===== src/rtl/imul_sched_pkg.sv =====
package imul_sched_pkg;

  typedef enum logic [1:0] {
    MSZ_L32 = 2'd0,
    MSZ_L64 = 2'd1,
    MSZ_H64 = 2'd2,
    MSZ_BAD = 2'd3
  } msz_e;

  function automatic int max3(input int a, input int b, input int c);
    int m;
    m = (a > b) ? a : b;
    return (m > c) ? m : c;
  endfunction

endpackage


===== src/rtl/imul_slot_ring.sv =====
// Cycle reservation ring: slot 0 is the current cycle, slot k is k cycles
// ahead. Set indices are relative to the next cycle.
module imul_slot_ring #(
  parameter int DEPTH = 18,
  parameter int IDX_W = 5,
  parameter int DAT_W = 2
) (
  input  logic             clk,
  input  logic             rst,
  input  logic             set_a_en,
  input  logic [IDX_W-1:0] set_a_idx,
  input  logic             set_b_en,
  input  logic [IDX_W-1:0] set_b_idx,
  input  logic [DAT_W-1:0] set_dat,
  output logic [DEPTH-1:0] occ_o,
  output logic [DAT_W-1:0] head_dat_o
);

  logic             occ_q [DEPTH];
  logic [DAT_W-1:0] dat_q [DEPTH];

  for (genvar i = 0; i < DEPTH; i++) begin : g_slot
    logic             nxt_occ;
    logic [DAT_W-1:0] nxt_dat;
    logic             hit_a;
    logic             hit_b;

    if (i == DEPTH - 1) begin : g_top
      assign nxt_occ = 1'b0;
      assign nxt_dat = '0;
    end else begin : g_mid
      assign nxt_occ = occ_q[i+1];
      assign nxt_dat = dat_q[i+1];
    end

    assign hit_a = set_a_en && (set_a_idx == IDX_W'(i));
    assign hit_b = set_b_en && (set_b_idx == IDX_W'(i));

    always_ff @(posedge clk) begin
      if (rst) begin
        occ_q[i] <= 1'b0;
        dat_q[i] <= '0;
      end else begin
        occ_q[i] <= nxt_occ | hit_a | hit_b;
        dat_q[i] <= (hit_a || hit_b) ? set_dat : nxt_dat;
      end
    end

    assign occ_o[i] = occ_q[i];
  end

  assign head_dat_o = dat_q[0];

endmodule


===== src/rtl/imul_fwd_penalty.sv =====
// Ages the producer distance while a request waits and turns the
// effective distance into extra latency cycles.
module imul_fwd_penalty #(
  parameter int DIST_W   = 4,
  parameter int WAIT_W   = 4,
  parameter int PEN_W    = 2,
  parameter int PEN_NEAR = 2,
  parameter int PEN_FAR  = 1
) (
  input  logic              clk,
  input  logic              rst,
  input  logic              req_valid_i,
  input  logic              accept_i,
  input  logic [DIST_W-1:0] dist_i,
  output logic [PEN_W-1:0]  pen_o
);

  localparam int EFF_W = ((DIST_W > WAIT_W) ? DIST_W : WAIT_W) + 1;

  logic [WAIT_W-1:0] wait_q;
  logic [EFF_W-1:0]  eff;

  always_ff @(posedge clk) begin
    if (rst || !req_valid_i || accept_i) begin
      wait_q <= '0;
    end else if (wait_q != {WAIT_W{1'b1}}) begin
      wait_q <= wait_q + 1'b1;
    end
  end

  assign eff = EFF_W'(dist_i) + EFF_W'(wait_q);

  always_comb begin
    if (dist_i == '0) begin
      pen_o = '0;
    end else if (eff == EFF_W'(1)) begin
      pen_o = PEN_W'(PEN_NEAR);
    end else if (eff == EFF_W'(2)) begin
      pen_o = PEN_W'(PEN_FAR);
    end else begin
      pen_o = '0;
    end
  end

endmodule


===== src/rtl/imul_chain_guard.sv =====
// Holds back a multiply whose operand is the previous multiply's result
// until the required gap since that multiply's grant has elapsed.
module imul_chain_guard #(
  parameter int GAP_W = 5
) (
  input  logic             clk,
  input  logic             rst,
  input  logic             accept_i,
  input  logic [GAP_W-1:0] gap_i,
  input  logic             dep_i,
  output logic             ok_o
);

  logic             have_q;
  logic [GAP_W-1:0] age_q;
  logic [GAP_W-1:0] need_q;

  always_ff @(posedge clk) begin
    if (rst) begin
      have_q <= 1'b0;
      age_q  <= '0;
      need_q <= '0;
    end else if (accept_i) begin
      have_q <= 1'b1;
      age_q  <= '0;
      need_q <= gap_i;
    end else if (age_q != {GAP_W{1'b1}}) begin
      age_q <= age_q + 1'b1;
    end
  end

  assign ok_o = !dep_i || !have_q ||
                (({1'b0, age_q} + (GAP_W+1)'(1)) >= {1'b0, need_q});

endmodule


===== src/rtl/imul_sched.sv =====
module imul_sched
  import imul_sched_pkg::*;
#(
  parameter int DIST_W   = 4,
  parameter int WAIT_W   = 4,
  parameter int LAT_L32  = 8,
  parameter int LAT_L64  = 12,
  parameter int LAT_H64  = 14,
  parameter int OCC_L32  = 4,
  parameter int OCC_W64  = 8,
  parameter int WB_L32   = 5,
  parameter int WB_L64   = 9,
  parameter int WB_H64   = 11,
  parameter int PEN_NEAR = 2,
  parameter int PEN_FAR  = 1
) (
  input  logic              clk,
  input  logic              rst,
  input  logic              req_valid_i,
  input  logic [1:0]        req_size_i,
  input  logic [DIST_W-1:0] req_dist_i,
  input  logic              req_dep_mul_i,
  output logic              grant_o,
  output logic              busy_o,
  output logic              e0_block_o,
  output logic              result_valid_o,
  output logic [1:0]        result_size_o
);

  localparam int MAX_LAT   = max3(LAT_L32, LAT_L64, LAT_H64);
  localparam int MAX_WB    = max3(WB_L32, WB_L64, WB_H64);
  localparam int MAX_PEN   = max3(PEN_NEAR, PEN_FAR, 0);
  localparam int RES_DEPTH = MAX_LAT + MAX_PEN + 2;
  localparam int E0_DEPTH  = MAX_WB + 2;
  localparam int RIDX_W    = $clog2(RES_DEPTH);
  localparam int EIDX_W    = $clog2(E0_DEPTH);
  localparam int CNT_W     = $clog2(max3(OCC_L32, OCC_W64, 1) + 1);
  localparam int PEN_W     = $clog2(MAX_PEN + 1);

  // Size decode
  logic              legal;
  logic [RIDX_W-1:0] lat;
  logic [CNT_W-1:0]  occ;
  logic [EIDX_W-1:0] wb;

  always_comb begin
    legal = 1'b1;
    lat   = '0;
    occ   = '0;
    wb    = '0;
    case (msz_e'(req_size_i))
      MSZ_L32: begin lat = RIDX_W'(LAT_L32); occ = CNT_W'(OCC_L32); wb = EIDX_W'(WB_L32); end
      MSZ_L64: begin lat = RIDX_W'(LAT_L64); occ = CNT_W'(OCC_W64); wb = EIDX_W'(WB_L64); end
      MSZ_H64: begin lat = RIDX_W'(LAT_H64); occ = CNT_W'(OCC_W64); wb = EIDX_W'(WB_H64); end
      default: legal = 1'b0;
    endcase
  end

  logic [PEN_W-1:0]     pen;
  logic                 chain_ok;
  logic                 accept;
  logic [RIDX_W-1:0]    res_idx;
  logic [RIDX_W-1:0]    res_chk;
  logic [EIDX_W-1:0]    e0_chk;
  logic [E0_DEPTH-1:0]  e0_occ;
  logic [RES_DEPTH-1:0] res_occ;
  logic [0:0]           e0_head;
  logic [1:0]           res_head;
  logic [CNT_W-1:0]     cnt_q;
  logic [CNT_W-1:0]     cnt_d;
  logic                 busy_ok;
  logic                 grant_q;
  logic                 busy_q;

  imul_fwd_penalty #(
    .DIST_W   (DIST_W),
    .WAIT_W   (WAIT_W),
    .PEN_W    (PEN_W),
    .PEN_NEAR (PEN_NEAR),
    .PEN_FAR  (PEN_FAR)
  ) pen_i (
    .clk         (clk),
    .rst         (rst),
    .req_valid_i (req_valid_i),
    .accept_i    (accept),
    .dist_i      (req_dist_i),
    .pen_o       (pen)
  );

  imul_chain_guard #(
    .GAP_W (RIDX_W)
  ) chain_i (
    .clk      (clk),
    .rst      (rst),
    .accept_i (accept),
    .gap_i    (lat + RIDX_W'(1)),
    .dep_i    (req_dep_mul_i),
    .ok_o     (chain_ok)
  );

  assign res_idx = lat + RIDX_W'(pen);
  assign res_chk = res_idx + RIDX_W'(1);
  assign e0_chk  = wb + EIDX_W'(1);
  assign busy_ok = (cnt_q <= CNT_W'(1));

  // Issue lands next cycle: check the rings one slot further ahead.
  assign accept = req_valid_i && legal && busy_ok && chain_ok &&
                  !e0_occ[1] && !e0_occ[e0_chk] && !res_occ[res_chk];

  imul_slot_ring #(
    .DEPTH (E0_DEPTH),
    .IDX_W (EIDX_W),
    .DAT_W (1)
  ) e0_ring_i (
    .clk        (clk),
    .rst        (rst),
    .set_a_en   (accept),
    .set_a_idx  ('0),
    .set_b_en   (accept),
    .set_b_idx  (wb),
    .set_dat    (1'b1),
    .occ_o      (e0_occ),
    .head_dat_o (e0_head)
  );

  imul_slot_ring #(
    .DEPTH (RES_DEPTH),
    .IDX_W (RIDX_W),
    .DAT_W (2)
  ) res_ring_i (
    .clk        (clk),
    .rst        (rst),
    .set_a_en   (accept),
    .set_a_idx  (res_idx),
    .set_b_en   (1'b0),
    .set_b_idx  ('0),
    .set_dat    (req_size_i),
    .occ_o      (res_occ),
    .head_dat_o (res_head)
  );

  always_comb begin
    if (accept) begin
      cnt_d = occ;
    end else if (cnt_q != '0) begin
      cnt_d = cnt_q - 1'b1;
    end else begin
      cnt_d = '0;
    end
  end

  always_ff @(posedge clk) begin
    if (rst) begin
      cnt_q   <= '0;
      busy_q  <= 1'b0;
      grant_q <= 1'b0;
    end else begin
      cnt_q   <= cnt_d;
      busy_q  <= (cnt_d != '0);
      grant_q <= accept;
    end
  end

  assign grant_o        = grant_q;
  assign busy_o         = busy_q;
  assign e0_block_o     = e0_head[0];
  assign result_valid_o = res_occ[0];
  assign result_size_o  = res_head;

endmodule


===== config.mk =====
export PLATFORM = sky130hd
export DESIGN_NAME = imul_sched
export DESIGN_NICKNAME = d
export VERILOG_FILES = /design/src/rtl/imul_sched_pkg.sv /design/src/rtl/imul_slot_ring.sv /design/src/rtl/imul_fwd_penalty.sv /design/src/rtl/imul_chain_guard.sv /design/src/rtl/imul_sched.sv
export SDC_FILE = /design/constraint.sdc
export NUM_CORES = 1
export LEC_CHECK = 0
export BUFFER_PORTS_ARGS = -buffer_cell sky130_fd_sc_hd__clkbuf_2
export CORE_MARGIN = 2
export CORE_UTILIZATION = 40
export CTS_CLUSTER_SIZE = 10
export DETAILED_ROUTE_END_ITERATION = 10
export PLACE_DENSITY_LB_ADDON = 0.05
export SETUP_SLACK_MARGIN = 0.5
export SLEW_MARGIN = 20
export SYNTH_ARGS = -nofsm -noshare
export SYNTH_HDL_FRONTEND = slang
export SYNTH_SLANG_ARGS = --single-unit

===== constraint.sdc =====
create_clock -name clk -period 4.3 [get_ports clk]
set_clock_uncertainty 0.2 [all_clocks]
set_input_delay 0.215 -clock clk [delete_from_list [all_inputs] [get_ports clk]]
set_output_delay 0.215 -clock clk [all_outputs]
set_load 0.01 [all_outputs]

==> results of run 1 <==
-- synth_stat cells (all sizes together) (2+ instances only) --
cell,count
a211o,2
a211oi,4
a21oi,36
a221oi,2
a31oi,5
a41oi,5
and2,4
and3,5
and3b,2
and4bb,2
buf,15
clkbuf,18
dfxtp,86
fa,2
ha,24
inv,28
mux2i,38
nand2,17
nand2b,32
nand3,13
nand3b,3
nand4,21
nor2,29
nor2b,3
nor3,12
nor4,8
nor4b,4
o21a,2
o21ai,9
o21ba,2
o31ai,7
o41ai,8
or3,2
or4,7
xnor2,6
xor2,3
-- report_power, final --
group	internal, uW	switching (uW)
logic	221	269
clock network	452	330
registers	820	15.9
-- layer usage --
metal | routed length, um | track usage, %
met2 | 5990 | 34.8
met3 | 550 | 3.59
met4 | 190 | 7.77
met1 | 5540 | 26.7
met5 | 0 | 0
-- what timing repair did --
item                                    CTS  global route
buffers inserted                         11             8
hold buffers                              1             0
gates resized for setup                  19            54
endpoints found under the setup margin   85            85
hold endpoints to repair                  4             0
pin swaps                                13            35
gates cloned                              3             5
-- logic make-up (layout without fill, tap and decap cells) --
group	after synthesis	count (layout)	share of synthesized area, %
simple gates	168	174	23.4
compound gates	88	88	13.9
flops	86	86	38.2
buf+inv	61	119	6.33
mux	38	38	8.52
fa+ha+maj	26	26	7.55
xor+xnor	9	9	2.16
-- layout make-up --
cell class / count / area, um^2 / area share (%)
clock buffers: 11 / 233 / 3.92
clock inverters: 5 / 58.8 / 0.991
inverters: 28 / 105 / 1.77
multi-input cells: 335 / 2970 / 50.0
flip-flops and latches: 86 / 1720 / 29.0
well taps: 140 / 175 / 2.95
repair buffers: 75 / 672 / 11.3
-- per-stage QoR --
| stage | area, um^2 | std cells | TNS, ps | setup WS, ps | hold slack [ps] |
|---|---|---|---|---|---|
| finish | 5930 | 680 | 0 | 83.4 | 137 |
| global route | 5930 | 680 | -1180 | -88.5 | 158 |
| CTS | 5480 | 667 | 0 | 81.8 | 112 |
| detailed placement | 4960 | 636 | -1330 | -128 | 226 |
| global placement | 4960 | 636 | -102 | -42.0 | 222 |
| floorplan | 4620 | 476 | 0 | 167 | 169 |
-- cell usage in the layout (no fill, tap or decap), types with 4 or more instances in the layout --
cell,Yosys,layout
a21oi_1,36,26
o31ai_1,7,6
o41ai_2,0,6
nor3_1,11,4
a21oi_2,0,10
ha_1,24,22
and3_4,0,5
nand3_4,1,4
dfxtp_1,86,85
xnor2_1,5,5
a211oi_1,4,4
a41oi_2,2,4
clkbuf_16,0,11
nand4_1,19,19
mux2i_1,37,37
nor2_1,29,28
buf_4,5,36
o21ai_0,9,9
buf_6,4,17
or4_4,6,7
nand2_1,16,16
inv_1,28,26
nor3_2,1,7
nand3_1,11,10
nand2b_1,32,31
clkbuf_2,0,15
-- flip-flops by register name (all words and copies together), names as in the netlist, 3 cells and up --
name,flops
pen_i.wait_q,4
chain_i.age_q,5
res_ring_i.dat_q,36
e0_ring_i.dat_q,10
cnt_q,4
chain_i.need_q,4
res_ring_i.occ_q,18
e0_ring_i.occ_q,3
-- path summary, 6_finish.rpt --
path / slack [ps] / depth (start not counted) / to
max reg2reg: 80 / 15 / res_ring_i.dat_q[4][0]
min reg2reg: 230 / 2 / e0_ring_i.dat_q[0][2]
max: 80 / 15 / res_ring_i.dat_q[4][0]
min: 140 / 3 / res_ring_i.dat_q[8][2]
-- worst min-delay path, delay by kind of cell --
family,cells,cell delay (ps)
buffers and inverters,2,340
AND/OR/NAND/NOR,1,80
==> results.json, run 1 <==
{
  "grt-ovfl-total": 0,
  "rows": 38,
  "die_h_um": 110,
  "fill_cells": 1016,
  "dp_hpwl_um": 8080,
  "cp.arrival_ps": 4220,
  "cellLeakagePower_uw": 0.00229,
  "cts_max_path_buffers": 2,
  "yosys_warnings": 0,
  "cp_top_family": "adder cells",
  "powerDensity_mw_per_mm2": 355,
  "startpoint": "pen_i.wait_q[0]",
  "path_class": "reg -> reg",
  "synth_top_area_share_pct": 38.2,
  "die-area_mm2": 0.0121,
  "cp_max_fo": 5,
  "hold_class": "in -> reg",
  "initial_core_util_pct": 41.2,
  "synth-main-ff-cell": "dfxtp_1",
  "cap_viol_max_count": 0,
  "cts-htree-levels": 3,
  "die_w_um": 110,
  "numPortBuffers": 15,
  "cp_slowest_cell": "fa_2",
  "fin_crit_sh_pct": 98.1,
  "drc": 0,
  "synth-edff-count": 0,
  "rsz0062_at_grt": "true",
  "cts_tree": "yes",
  "status": "finished, final reports clean",
  "drtIter0Drc": 199,
  "synth_area_leader_cell": "dfxtp_1",
  "cp-start-kind": "flip-flop",
  "grt_start_max_net_pins": 50,
  "worstSetupEndpointType": "flip-flop",
  "grt_usage_pct": 20.8,
  "peakVddDrop_mv": 0.233,
  "crit_chain": "ha_4 -> fa_2 -> and4bb_2 -> and2_4 -> ha_4 -> fa_2 -> xnor2_4 -> buf_6 -> mux2i_1 -> a211oi_1 -> nand2_1 -> a221oi_2 -> buf_4 -> or4_4 -> mux2i_1",
  "synth_fp_nets": 512,
  "drive_gt1_share_pct": 32.2,
  "final_antenna_net_count": 0,
  "antenna_cells": 0,
  "r2r-start": "pen_i.wait_q[0]",
  "final_nets": 571,
  "vias": 3731,
  "cp.required_ps": 4310,
  "path_buf_inv": 2,
  "setup_viol": 0,
  "area_delta_synth_final_pct": 31.5,
  "cts.sinks": 86,
  "netlist_area_mm2": 0.00451,
  "ys_async_sr_fraction_pct": 0,
  "first_global_vias": 3615,
  "synth_seq_cells": 86,
  "power_uw": 2110,
  "antenna_found_initial": 0,
  "synth.area.top_cells": "dfxtp_1 (38%), mux2i_1 (8.2%), ha_1 (6.7%)",
  "yosysSeqAreaShare_pct": 38.2,
  "synth.avg_cell_area_um2": 9.47,
  "boundaryPins": 16,
  "wl_per_cell_um": 18.1,
  "tightest_slew_ps": 887,
  "grt_first_pass_wirelength_um": 18800,
  "netlist_instances": 476,
  "drv_slew": 0,
  "drt-total-wl_um": 12300,
  "firstDrtPassIters": 4,
  "hold_violations": 0,
  "coreArea_mm2": 0.0109,
  "numCtsBuffers": 9,
  "viasPerCell": 5.49,
  "insertion_delay_ps": 350,
  "fin_util_pct": 54.2,
  "slowest_delay_ps": 640,
  "gp_congestion": 0.815,
  "yosysUniqueCellTypes": 62,
  "min_period_ps": 4220,
  "fmax_mhz": 237,
  "root_buffer": "clkbuf_16",
  "holdCritStartpoint": "req_size_i[0]",
  "maxSlewHeadroom_pct": 40.9,
  "clk_pin_slew_worst_paths_ps": 60
}
(Power assumes the default switching activity.)
==> run 2, diff against run 1 <==
--- a/config.mk
+++ b/config.mk
@@ -11,7 +11,6 @@
 export CTS_CLUSTER_SIZE = 10
 export DETAILED_ROUTE_END_ITERATION = 10
 export PLACE_DENSITY_LB_ADDON = 0.05
-export SETUP_SLACK_MARGIN = 0.5
 export SLEW_MARGIN = 20
 export SYNTH_ARGS = -nofsm -noshare
 export SYNTH_HDL_FRONTEND = slang
==> run 2 against run 1 <==
Critical path type unchanged. Combinational power up 3%. Sequential cell count is the same. Power decreased by 0.46%.
==> results.json, run 2 (synthesis results as in run 1) <==
{
  "cts_max_path_buffers": 2,
  "maxSlewHeadroom_pct": 52.1,
  "fin_crit_sh_pct": 99.9,
  "rows": 38,
  "fill_cells": 990,
  "numCtsBuffers": 9,
  "cts.sinks": 86,
  "largest_reg_flops": 36,
  "r2r-start": "pen_i.wait_q[0]",
  "powerDensity_mw_per_mm2": 350,
  "viasPerCell": 5.44,
  "initial_core_util_pct": 41.2,
  "cp.arrival_ps": 4300,
  "grt_start_max_net_pins": 50,
  "drtIter0Drc": 204,
  "rrSetupSlack_ps": 4,
  "drc": 0,
  "min_period_ps": 4300,
  "cts-htree-levels": 3,
  "clk_pin_slew_worst_paths_ps": 60,
  "tightest_slew_ps": 718,
  "rsz0062_at_grt": "true",
  "die_h_um": 110,
  "area_delta_synth_final_pct": 33.1,
  "status": "finished, final reports clean",
  "antenna_cells": 0,
  "whs_path_depth": 2,
  "dp_hpwl_um": 7730,
  "layout_common_cells": "dfxtp_1 (85), buf_4 (50), mux2i_1 (36)",
  "cts_tree": "yes",
  "hold_violations": 0,
  "firstDrtPassIters": 5,
  "drv_slew": 0,
  "insertion_delay_ps": 350,
  "r2r_end": "res_ring_i.dat_q[5][3]",
  "final_common_cell": "dfxtp_1",
  "first_global_vias": 3664,
  "vias": 3750,
  "fin_cells": 689,
  "antenna_found_initial": 0,
  "drt-total-wl_um": 12000,
  "cp-start-kind": "flip-flop",
  "worstSetupEndpointType": "flip-flop",
  "numPortBuffers": 15,
  "regArea_mm2": 0.00172,
  "regMostFlops": "res_ring_i.dat_q",
  "cp_slowest_cell": "or4_4",
  "power_uw": 2100,
  "grt_first_pass_wirelength_um": 18800,
  "final_antenna_net_count": 0,
  "slowest_delay_ps": 540,
  "drive_gt1_share_pct": 33.7,
  "fin_tns_setup_ps": 0,
  "root_buffer": "clkbuf_16",
  "cellLeakagePower_uw": 0.00236,
  "grt-ovfl-total": 0,
  "cp_max_fo": 4,
  "final_nets": 582,
  "path_class": "reg -> reg",
  "coreArea_mm2": 0.0109,
  "gp_congestion": 0.780,
  "wl_per_cell_um": 17.4,
  "die_w_um": 110,
  "hold_class": "in -> reg",
  "dp.cells": 641,
  "crit_chain": "ha_4 -> fa_2 -> and4bb_2 -> and2_4 -> ha_4 -> fa_2 -> nand2b_1 -> nor2_1 -> ha_1 -> inv_2 -> and3_4 -> buf_6 -> nand4_1 -> nand3_4 -> buf_12 -> or4_4 -> mux2i_1",
  "grt_usage_pct": 20.6,
  "multi_input_area_mm2": 0.00289,
  "reg2reg_depth": 17,
  "holdCritStartpoint": "req_valid_i",
  "peakVddDrop_mv": 0.210,
  "hold_buffers": 0,
  "boundaryPins": 16,
  "cp.required_ps": 4310,
  "die-area_mm2": 0.0121,
  "hold_path_end": "pen_i.wait_q[1]",
  "setup_viol": 0,
  "cap_viol_max_count": 0,
  "top_regs": "res_ring_i.dat_q: 36 flops, res_ring_i.occ_q: 18 flops, e0_ring_i.dat_q: 10 flops",
  "fmax_mhz": 233
}
==> run 2: changes by cell type in the layout (fill, tap and decap cells not counted), sizes merged <==
cell         before  now
and3              8    5
buf              57   75
clkbuf           28   26
dlygate4sd3       1    0
inv              29   28
nand3            15   14
or4               8    7
==> run 2: critical path, delay by kind of cell, from the launching register on <==
kind	cells	cell delay (ps)
buf+inv	3	300
mux	1	140
simple gates	8	1570
fa+ha+maj	5	1590
flops	1	340
==> run 2: how the worst max path moves through the flow <==
stage	cells past startpoint	end	slack, ps	start
floorplan	19	res_ring_i.occ_q[0][0]	10	pen_i.wait_q[0]
global placement	17	res_ring_i.dat_q[4][1]	-140	req_dist_i[0]
detailed placement	14	res_ring_i.dat_q[3][2]	-160	req_dist_i[0]
CTS	14	res_ring_i.dat_q[7][0]	-1	pen_i.wait_q[0]
global route	19	pen_i.wait_q[1]	-140	pen_i.wait_q[0]
finish	17	res_ring_i.dat_q[5][3]	4	pen_i.wait_q[0]
==> run 2: per-layer routing <==
metal | global-route usage [%] | part of all wire [%] | wire length, um
met1 | 27.4 | 47 | 5670
met2 | 32.5 | 47 | 5640
met4 | 7.32 | 1.8 | 216
met5 | 0 | 0 | 0
met3 | 4.94 | 3.6 | 434
==> run 2: power breakdown <==
group / leakage, uW / total (uW) / internal, uW / switching (uW)
logic: 0.00153 / 507 / 239 / 268
registers: 0.000695 / 835 / 820 / 15.5
clock network: 0.000130 / 756 / 442 / 314
total: 0.00236 / 2100 / 1500 / 598
==> run 2: final cells by class <==
class | count | share of cell area (%)
clock inverters | 4 | 0.834
repair buffers | 91 | 13.8
multi-input cells | 330 | 48.2
flip-flops and latches | 86 | 28.7
well taps | 140 | 2.92
inverters | 28 | 1.75
clock buffers | 10 | 3.82
==> run 2: what timing repair did <==
action,4_1_cts,5_1_grt
cloned,0,3
pin swaps,16,34
resized for setup,20,66
buffers inserted,24,10
endpoints found under the setup margin,80,85
==> run 2: per-stage QoR <==
step	instance area, um^2	util (%)	hold slack, ps	setup WS, ps
after CTS	5510	50.4	14.2	-1.02
after global routing	6000	54.9	4.63	-144
final	6000	54.9	4.61	3.94
after global placement	4950	45.3	218	-142
after detailed placement	4950	45.3	235	-162
after floorplan	4530	-	169	10.4
